===== src/rtl/cmp_irq_pkg.sv =====
// Shared constants for the comparator interrupt controller.
// Assumes an 8-bit register port with a 3-bit address and two channels.
package cmp_irq_pkg;
    localparam int CH_N   = 2;
    localparam int ADDR_W = 3;
    localparam int DATA_W = 8;

    // Event-select encodings
    typedef enum logic [1:0] {
        EV_NONE = 2'b00,
        EV_RISE = 2'b01,
        EV_FALL = 2'b10,
        EV_ANY  = 2'b11
    } ev_sel_t;

    // Register addresses (channel control registers sit at 0 .. CH_N-1)
    localparam logic [ADDR_W-1:0] ADDR_FLAGS  = 3'd2;
    localparam logic [ADDR_W-1:0] ADDR_ENABLE = 3'd3;
    localparam logic [ADDR_W-1:0] ADDR_STATUS = 3'd4;

    // Control register field positions
    localparam int CTRL_POL_BIT = 0;
    localparam int CTRL_SEL_LO  = 1;
    localparam int CTRL_EN_BIT  = 3;

    // Enable register field positions
    localparam int EN_PERIPH_BIT = 0;
    localparam int EN_GLOBAL_BIT = 1;
endpackage


===== src/rtl/cmp_sync.sv =====
// Multi-flop synchronizer for a vector of independent asynchronous bits.
// Assumes each bit is a level that is stable far longer than STAGES cycles.
module cmp_sync #(
    parameter int W      = 2,
    parameter int STAGES = 2
) (
    input  logic         clk,
    input  logic         rst_n,
    input  logic [W-1:0] d,
    output logic [W-1:0] q
);
    logic [STAGES-1:0][W-1:0] stage_q;

    // First stage samples the asynchronous input
    always_ff @(posedge clk) begin
        if (!rst_n) stage_q[0] <= '0;
        else        stage_q[0] <= d;
    end

    genvar s;
    generate
        for (s = 1; s < STAGES; s++) begin : g_stage
            // Later stages resolve metastability
            always_ff @(posedge clk) begin
                if (!rst_n) stage_q[s] <= '0;
                else        stage_q[s] <= stage_q[s-1];
            end
        end
    endgenerate

    assign q = stage_q[STAGES-1];
endmodule


===== src/rtl/cmp_edge_chan.sv =====
// One channel: polarity inversion, previous-value register and edge select.
// Assumes raw_sync is already synchronous. cfg_load marks a control write,
// which reloads the previous value with the new post-inversion value.
module cmp_edge_chan
    import cmp_irq_pkg::*;
(
    input  logic    clk,
    input  logic    rst_n,
    input  logic    raw_sync,
    input  logic    pol,
    input  ev_sel_t sel,
    input  logic    cfg_load,
    input  logic    new_pol,
    output logic    post,
    output logic    evt
);
    logic prev_q;
    logic hit;

    // Apply the channel polarity
    always_comb post = raw_sync ^ pol;

    // Remember last value, reloaded on reconfiguration to avoid false edges
    always_ff @(posedge clk) begin
        if (!rst_n)        prev_q <= 1'b0;
        else if (cfg_load) prev_q <= raw_sync ^ new_pol;
        else               prev_q <= post;
    end

    // Pick the transition kind chosen by the select field
    always_comb begin
        unique case (sel)
            EV_RISE: hit = post & ~prev_q;
            EV_FALL: hit = ~post & prev_q;
            EV_ANY:  hit = post ^ prev_q;
            default: hit = 1'b0;
        endcase
        evt = hit & ~cfg_load;
    end
endmodule


===== src/rtl/cmp_irq_ctrl.sv =====
// Top: two comparator channels, sticky flags, register port and gated irq.
// Assumes single-cycle register writes. Read data is combinational on addr.
module cmp_irq_ctrl
    import cmp_irq_pkg::*;
#(
    parameter int SYNC_STAGES = 2
) (
    input  logic              clk,
    input  logic              rst_n,
    input  logic [CH_N-1:0]   cmp_raw,
    input  logic              wr_en,
    input  logic [ADDR_W-1:0] addr,
    input  logic [DATA_W-1:0] wr_data,
    output logic [DATA_W-1:0] rd_data,
    output logic              irq
);
    logic [CH_N-1:0] raw_sync;
    logic [CH_N-1:0] pol_q;
    ev_sel_t [CH_N-1:0] sel_q;
    logic [CH_N-1:0] chen_q;
    logic [CH_N-1:0] flag_q;
    logic [CH_N-1:0] post;
    logic [CH_N-1:0] evt;
    logic [CH_N-1:0] cfg_load;
    logic            peie_q;
    logic            gie_q;
    logic            wr_flags;
    logic            wr_enable;
    logic            unused_wdata;

    assign unused_wdata = ^wr_data[DATA_W-1:4];

    cmp_sync #(.W(CH_N), .STAGES(SYNC_STAGES)) u_sync (
        .clk   (clk),
        .rst_n (rst_n),
        .d     (cmp_raw),
        .q     (raw_sync)
    );

    genvar i;
    generate
        for (i = 0; i < CH_N; i++) begin : g_ch
            assign cfg_load[i] = wr_en && (addr == ADDR_W'(i));

            // Per-channel control register
            always_ff @(posedge clk) begin
                if (!rst_n) begin
                    pol_q[i]  <= 1'b0;
                    sel_q[i]  <= EV_NONE;
                    chen_q[i] <= 1'b0;
                end else if (cfg_load[i]) begin
                    pol_q[i]  <= wr_data[CTRL_POL_BIT];
                    sel_q[i]  <= ev_sel_t'(wr_data[CTRL_SEL_LO +: 2]);
                    chen_q[i] <= wr_data[CTRL_EN_BIT];
                end
            end

            cmp_edge_chan u_chan (
                .clk      (clk),
                .rst_n    (rst_n),
                .raw_sync (raw_sync[i]),
                .pol      (pol_q[i]),
                .sel      (sel_q[i]),
                .cfg_load (cfg_load[i]),
                .new_pol  (wr_data[CTRL_POL_BIT]),
                .post     (post[i]),
                .evt      (evt[i])
            );
        end
    endgenerate

    assign wr_flags  = wr_en && (addr == ADDR_FLAGS);
    assign wr_enable = wr_en && (addr == ADDR_ENABLE);

    // Sticky flags: software write applies first, hardware events win
    always_ff @(posedge clk) begin
        if (!rst_n) flag_q <= '0;
        else        flag_q <= (wr_flags ? wr_data[CH_N-1:0] : flag_q) | evt;
    end

    // Peripheral and global enables
    always_ff @(posedge clk) begin
        if (!rst_n) begin
            peie_q <= 1'b0;
            gie_q  <= 1'b0;
        end else if (wr_enable) begin
            peie_q <= wr_data[EN_PERIPH_BIT];
            gie_q  <= wr_data[EN_GLOBAL_BIT];
        end
    end

    // Request gating through all three enables
    always_comb irq = peie_q & gie_q & (|(flag_q & chen_q));

    // Read mux
    always_comb begin
        rd_data = '0;
        case (addr)
            ADDR_FLAGS:  rd_data[CH_N-1:0] = flag_q;
            ADDR_ENABLE: begin
                rd_data[EN_PERIPH_BIT] = peie_q;
                rd_data[EN_GLOBAL_BIT] = gie_q;
            end
            ADDR_STATUS: rd_data[CH_N-1:0] = post;
            default: begin
                for (int c = 0; c < CH_N; c++) begin
                    if (addr == ADDR_W'(c)) begin
                        rd_data[CTRL_POL_BIT]     = pol_q[c];
                        rd_data[CTRL_SEL_LO +: 2] = sel_q[c];
                        rd_data[CTRL_EN_BIT]      = chen_q[c];
                    end
                end
            end
        endcase
    end
endmodule


===== config.mk =====
export PLATFORM = sky130hd
export DESIGN_NAME = cmp_irq_ctrl
export DESIGN_NICKNAME = d
export VERILOG_FILES = /design/src/rtl/cmp_irq_pkg.sv /design/src/rtl/cmp_sync.sv /design/src/rtl/cmp_edge_chan.sv /design/src/rtl/cmp_irq_ctrl.sv
export SDC_FILE = /design/constraint.sdc
export NUM_CORES = 1
export LEC_CHECK = 0
export ABC_AREA = 1
export BUFFER_PORTS_ARGS = -buffer_cell sky130_fd_sc_hd__buf_2
export CAP_MARGIN = 20
export CORE_MARGIN = 2
export CORE_UTILIZATION = 54
export CTS_BUF_LIST = sky130_fd_sc_hd__clkbuf_2
export CTS_CLUSTER_DIAMETER = 60
export DETAILED_ROUTE_END_ITERATION = 8
export PLACE_DENSITY = 0.88
export SLEW_MARGIN = 10
export SYNTH_ARGS = -nofsm -noshare
export SYNTH_HDL_FRONTEND = slang
export SYNTH_SLANG_ARGS = --single-unit

===== constraint.sdc =====
create_clock -name clk -period 1.4 [get_ports clk]
set_input_delay 0.21 -clock clk [delete_from_list [all_inputs] [get_ports clk]]
set_output_delay 0.21 -clock clk [all_outputs]
set_load 0.01 [all_outputs]

==> flow_summary_export.csv <==
group,metric,value,unit
routing,drc,0,
timing,setup_ws,-0.0536,ns
run_status,status,"finished with violations",
run_status,violations,"setup timing",
timing,slew_violations,0,
routing,postRouteAntennaNets,0,
setup_path,cp_top_family,"flip-flops",
final_layout,mostFrequentLayoutCells,"nand2_1, inv_1, buf_2, buf_4, dfxtp_1",
clock_tree,h-tree-depth,1,
setup_path,slowest_stage,"dfxtp_2",
min_path,hold_path.class,"input pin to flop",
timing,clock_skew,0.000614,ns
pwr,irDropWorstVdd,655,uV
routing,wl_per_cell,14.8,microns
place,placed_cells,183,
clock_tree,numCtsBuffers,3,
synthesis,seq_area_frac_synth,0.370,
synthesis,async_flop_share,0,
routing,vias,1123,
pwr,p_leak,0.590,nW
final_layout,final_util,0.763,
timing,final_hold_viol_count,0,
setup_path,max_stage_delay,0.37,ns
routing,wl_met1,1160,microns
synthesis,syn_avg_cell_area,6.81,sq um
job,cap_violations,0,
final_layout,fill_cells,113,
final_layout,layout_commonest_cell,"nand2_1",
clock_tree,cts_tree,"built",
pwr,p_switching,0.302,mW
setup_path,cp.arrival,1.24,ns
floorplan,die_w,46.5,microns
floorplan,die_area,0.00216,sq mm
timing,finalCriticalPeriod,1.45,ns
setup_path,required,1.19,ns
setup_path,worstSetupEndpointType,"output pin",
synthesis,synth.distinct_cells,23,
final_layout,n_antenna_cell,0,
setup_path,crit_buf_inv,2,
clock_tree,cts.sinks,18,
synthesis,synth_edf_count,0,
place,gp_congestion,0.807,
final_layout,drive_gt1_frac,0.367,
global_routing,grt_pass1_wl,3770,microns
routing,top_layer,"met4",
routing,wl,2990,microns
synthesis,yosys_register_bits,18,
pwr,powerDensity,752,mW/mm^2
global_routing,grt.total_usage,0.254,
setup_path,worstPathCellList,"xor2_2 -> buf_4 -> nand3_2 -> nand4_1 -> buf_2",
floorplan,die-height,46.5,microns
timing,setup_viol_count_final,3,
place,port-buffer-count,16,
synthesis,synth-main-ff-cell,"dfxtp_1",
pwr,seq_power_share,0.557,
setup_path,critical_path_peak_fanout,2,
clock_tree,cts.clk_slew.worst_paths,0.17,ns
routing,met2_length,1400,microns
setup_path,worstSetupPathType,"flop to output pin",
clock_tree,clk_path_buf_depth,2,
timing,min_period_over_period,1.04,
pwr,power_frac_clock,0.235,
routing,post_drt_via_cell_ratio,5.56,
final_layout,fin_cells,202,
clock_tree,ctsRootBufferMaster,"clkbuf_2",
global_routing,grt_overflow,0,
final_layout,multi_input_area,574,sq um
routing,wl_met3,311,microns
timing,rsz0062_at_grt,"true",
final_layout,seqCellArea,373,sq um
routing,detail_route.iter0.violations,77,
floorplan,core_area,0.00171,sq mm
place,dp_hpwl,1700,microns
final_layout,area_growth,33.8,%
final_layout,final_nets,195,
setup_path,start_kind,"flop",
pwr,p_int,0.678,mW
clock_tree,clock_latency,0.31,ns
floorplan,num_io_pins,25,
global_routing,grt_max_degree,13,
global_routing,grt_pass1_vias,937,
synthesis,ys_warn_count,0,
pwr,pwr-share-comb,0.208,
floorplan,start_util,0.570,
synthesis,netlist_instances,143,
floorplan,rows,15,
global_routing,antenna_found_initial,0,
synthesis,synth_area,973,sq um
pwr,sw_frac_of_total,0.308,
timing,fmax,0.688,GHz
routing,drt_first_pass_iters,5,
-- power by group through the flow --
| stage | clock network (mW) | registers (mW) | logic (mW) |
|---|---|---|---|
| finish | 0.230 | 0.546 | 0.204 |
| global route | 0.244 | 0.548 | 0.215 |
| CTS | 0.228 | 0.544 | 0.167 |
| detailed placement | 0 | 0.554 | 0.136 |
| global placement | 0 | 0.553 | 0.130 |
| floorplan | 0 | 0.551 | 0.0927 |
-- cell usage after synthesis (3+ instances only) --
cell type,number,share of area
inv_1,22,0.085
nand2_1,43,0.17
nor2_1,7,0.027
o22ai_1,4,0.026
a21oi_1,12,0.062
xor2_1,3,0.027
buf_4,4,0.031
dfxtp_1,18,0.37
o21ai_0,4,0.021
nand3_1,9,0.046
-- stage by stage --
stage	setup slack (ns)	setup TNS [ns]	hold slack [ns]	area, sq um	power (mW)
6_report	-0.0536	-0.122	0.0544	1300	0.980
5_1_grt	-0.103	-0.222	0.0589	1300	1.01
4_1_cts	-0.0581	-0.0581	0.0546	1210	0.939
3_5_place_dp	0.107	0	0.397	1070	0.690
3_3_place_gp	0.158	0	0.391	1070	0.683
2_1_floorplan	0.152	0	0.303	985	0.644
-- layout make-up --
type / instances / area share
Multi-Input combinational cell: 99 / 0.441
Sequential cell: 18 / 0.286
Timing Repair Buffer: 33 / 0.162
Inverter: 23 / 0.0720
Tap cell: 25 / 0.0240
Clock buffer: 3 / 0.0115
Clock inverter: 1 / 0.00288
-- worst paths after layout --
check | start | to | slack [ns] | depth (start not counted)
worst max-delay path | pol_q[0] | rd_data[0] | -0.05 | 5
worst min-delay path | cmp_raw[1] | u_sync.stage_q[1] | 0.05 | 3
worst max register to register | pol_q[0] | flag_q[0] | -0.04 | 8
worst min register to register | u_sync.stage_q[0] | u_sync.q[0] | 0.42 | 2
-- registers in the layout, indices dropped and copies added (netlist names) --
register,count
u_sync.q,2
chen_q,2
u_sync.stage_q,2
g_ch.u_chan.prev_q,2
pol_q,2
gie_q,1
sel_q,4
peie_q,1
flag_q,2
-- worst register-to-register path: stages (launching register included) --
cell     delay, ns
dfxtp_2       0.37
xor2_2        0.17
buf_4         0.15
ha_4          0.27
nor2_4        0.03
nor2_2        0.11
o21ai_1       0.09
nand2_1       0.09
a21oi_1       0.06
-- kinds of logic after synthesis --
logic type               count (synthesis)  share of synthesized area
flip-flops                              18                      0.370
AND/OR/NAND/NOR                         68                      0.329
AO/OA/AOI/OAI                           23                      0.129
XOR/XNOR                                 3                     0.0270
adder cells (fa/ha/maj)                  1                     0.0129
other                                    1                    0.00385
buffers and inverters                   29                      0.129
-- metal layers --
layer  GRT usage  vias up
met5           0        -
met4       0.166        0
met3      0.0392       13
met2       0.456       98
met1       0.269      498
li1            -      514
-- timing repair --
| item | 4_1_cts | 5_1_grt |
|---|---|---|
| setup buffers | 13 | 4 |
| hold buffers | 0 | 0 |
| setup endpoints to repair | 2 | 5 |
| pin swaps | 4 | 16 |
| resized for setup | 11 | 21 |
No activity file was read; power rests on OpenSTA's default activity.
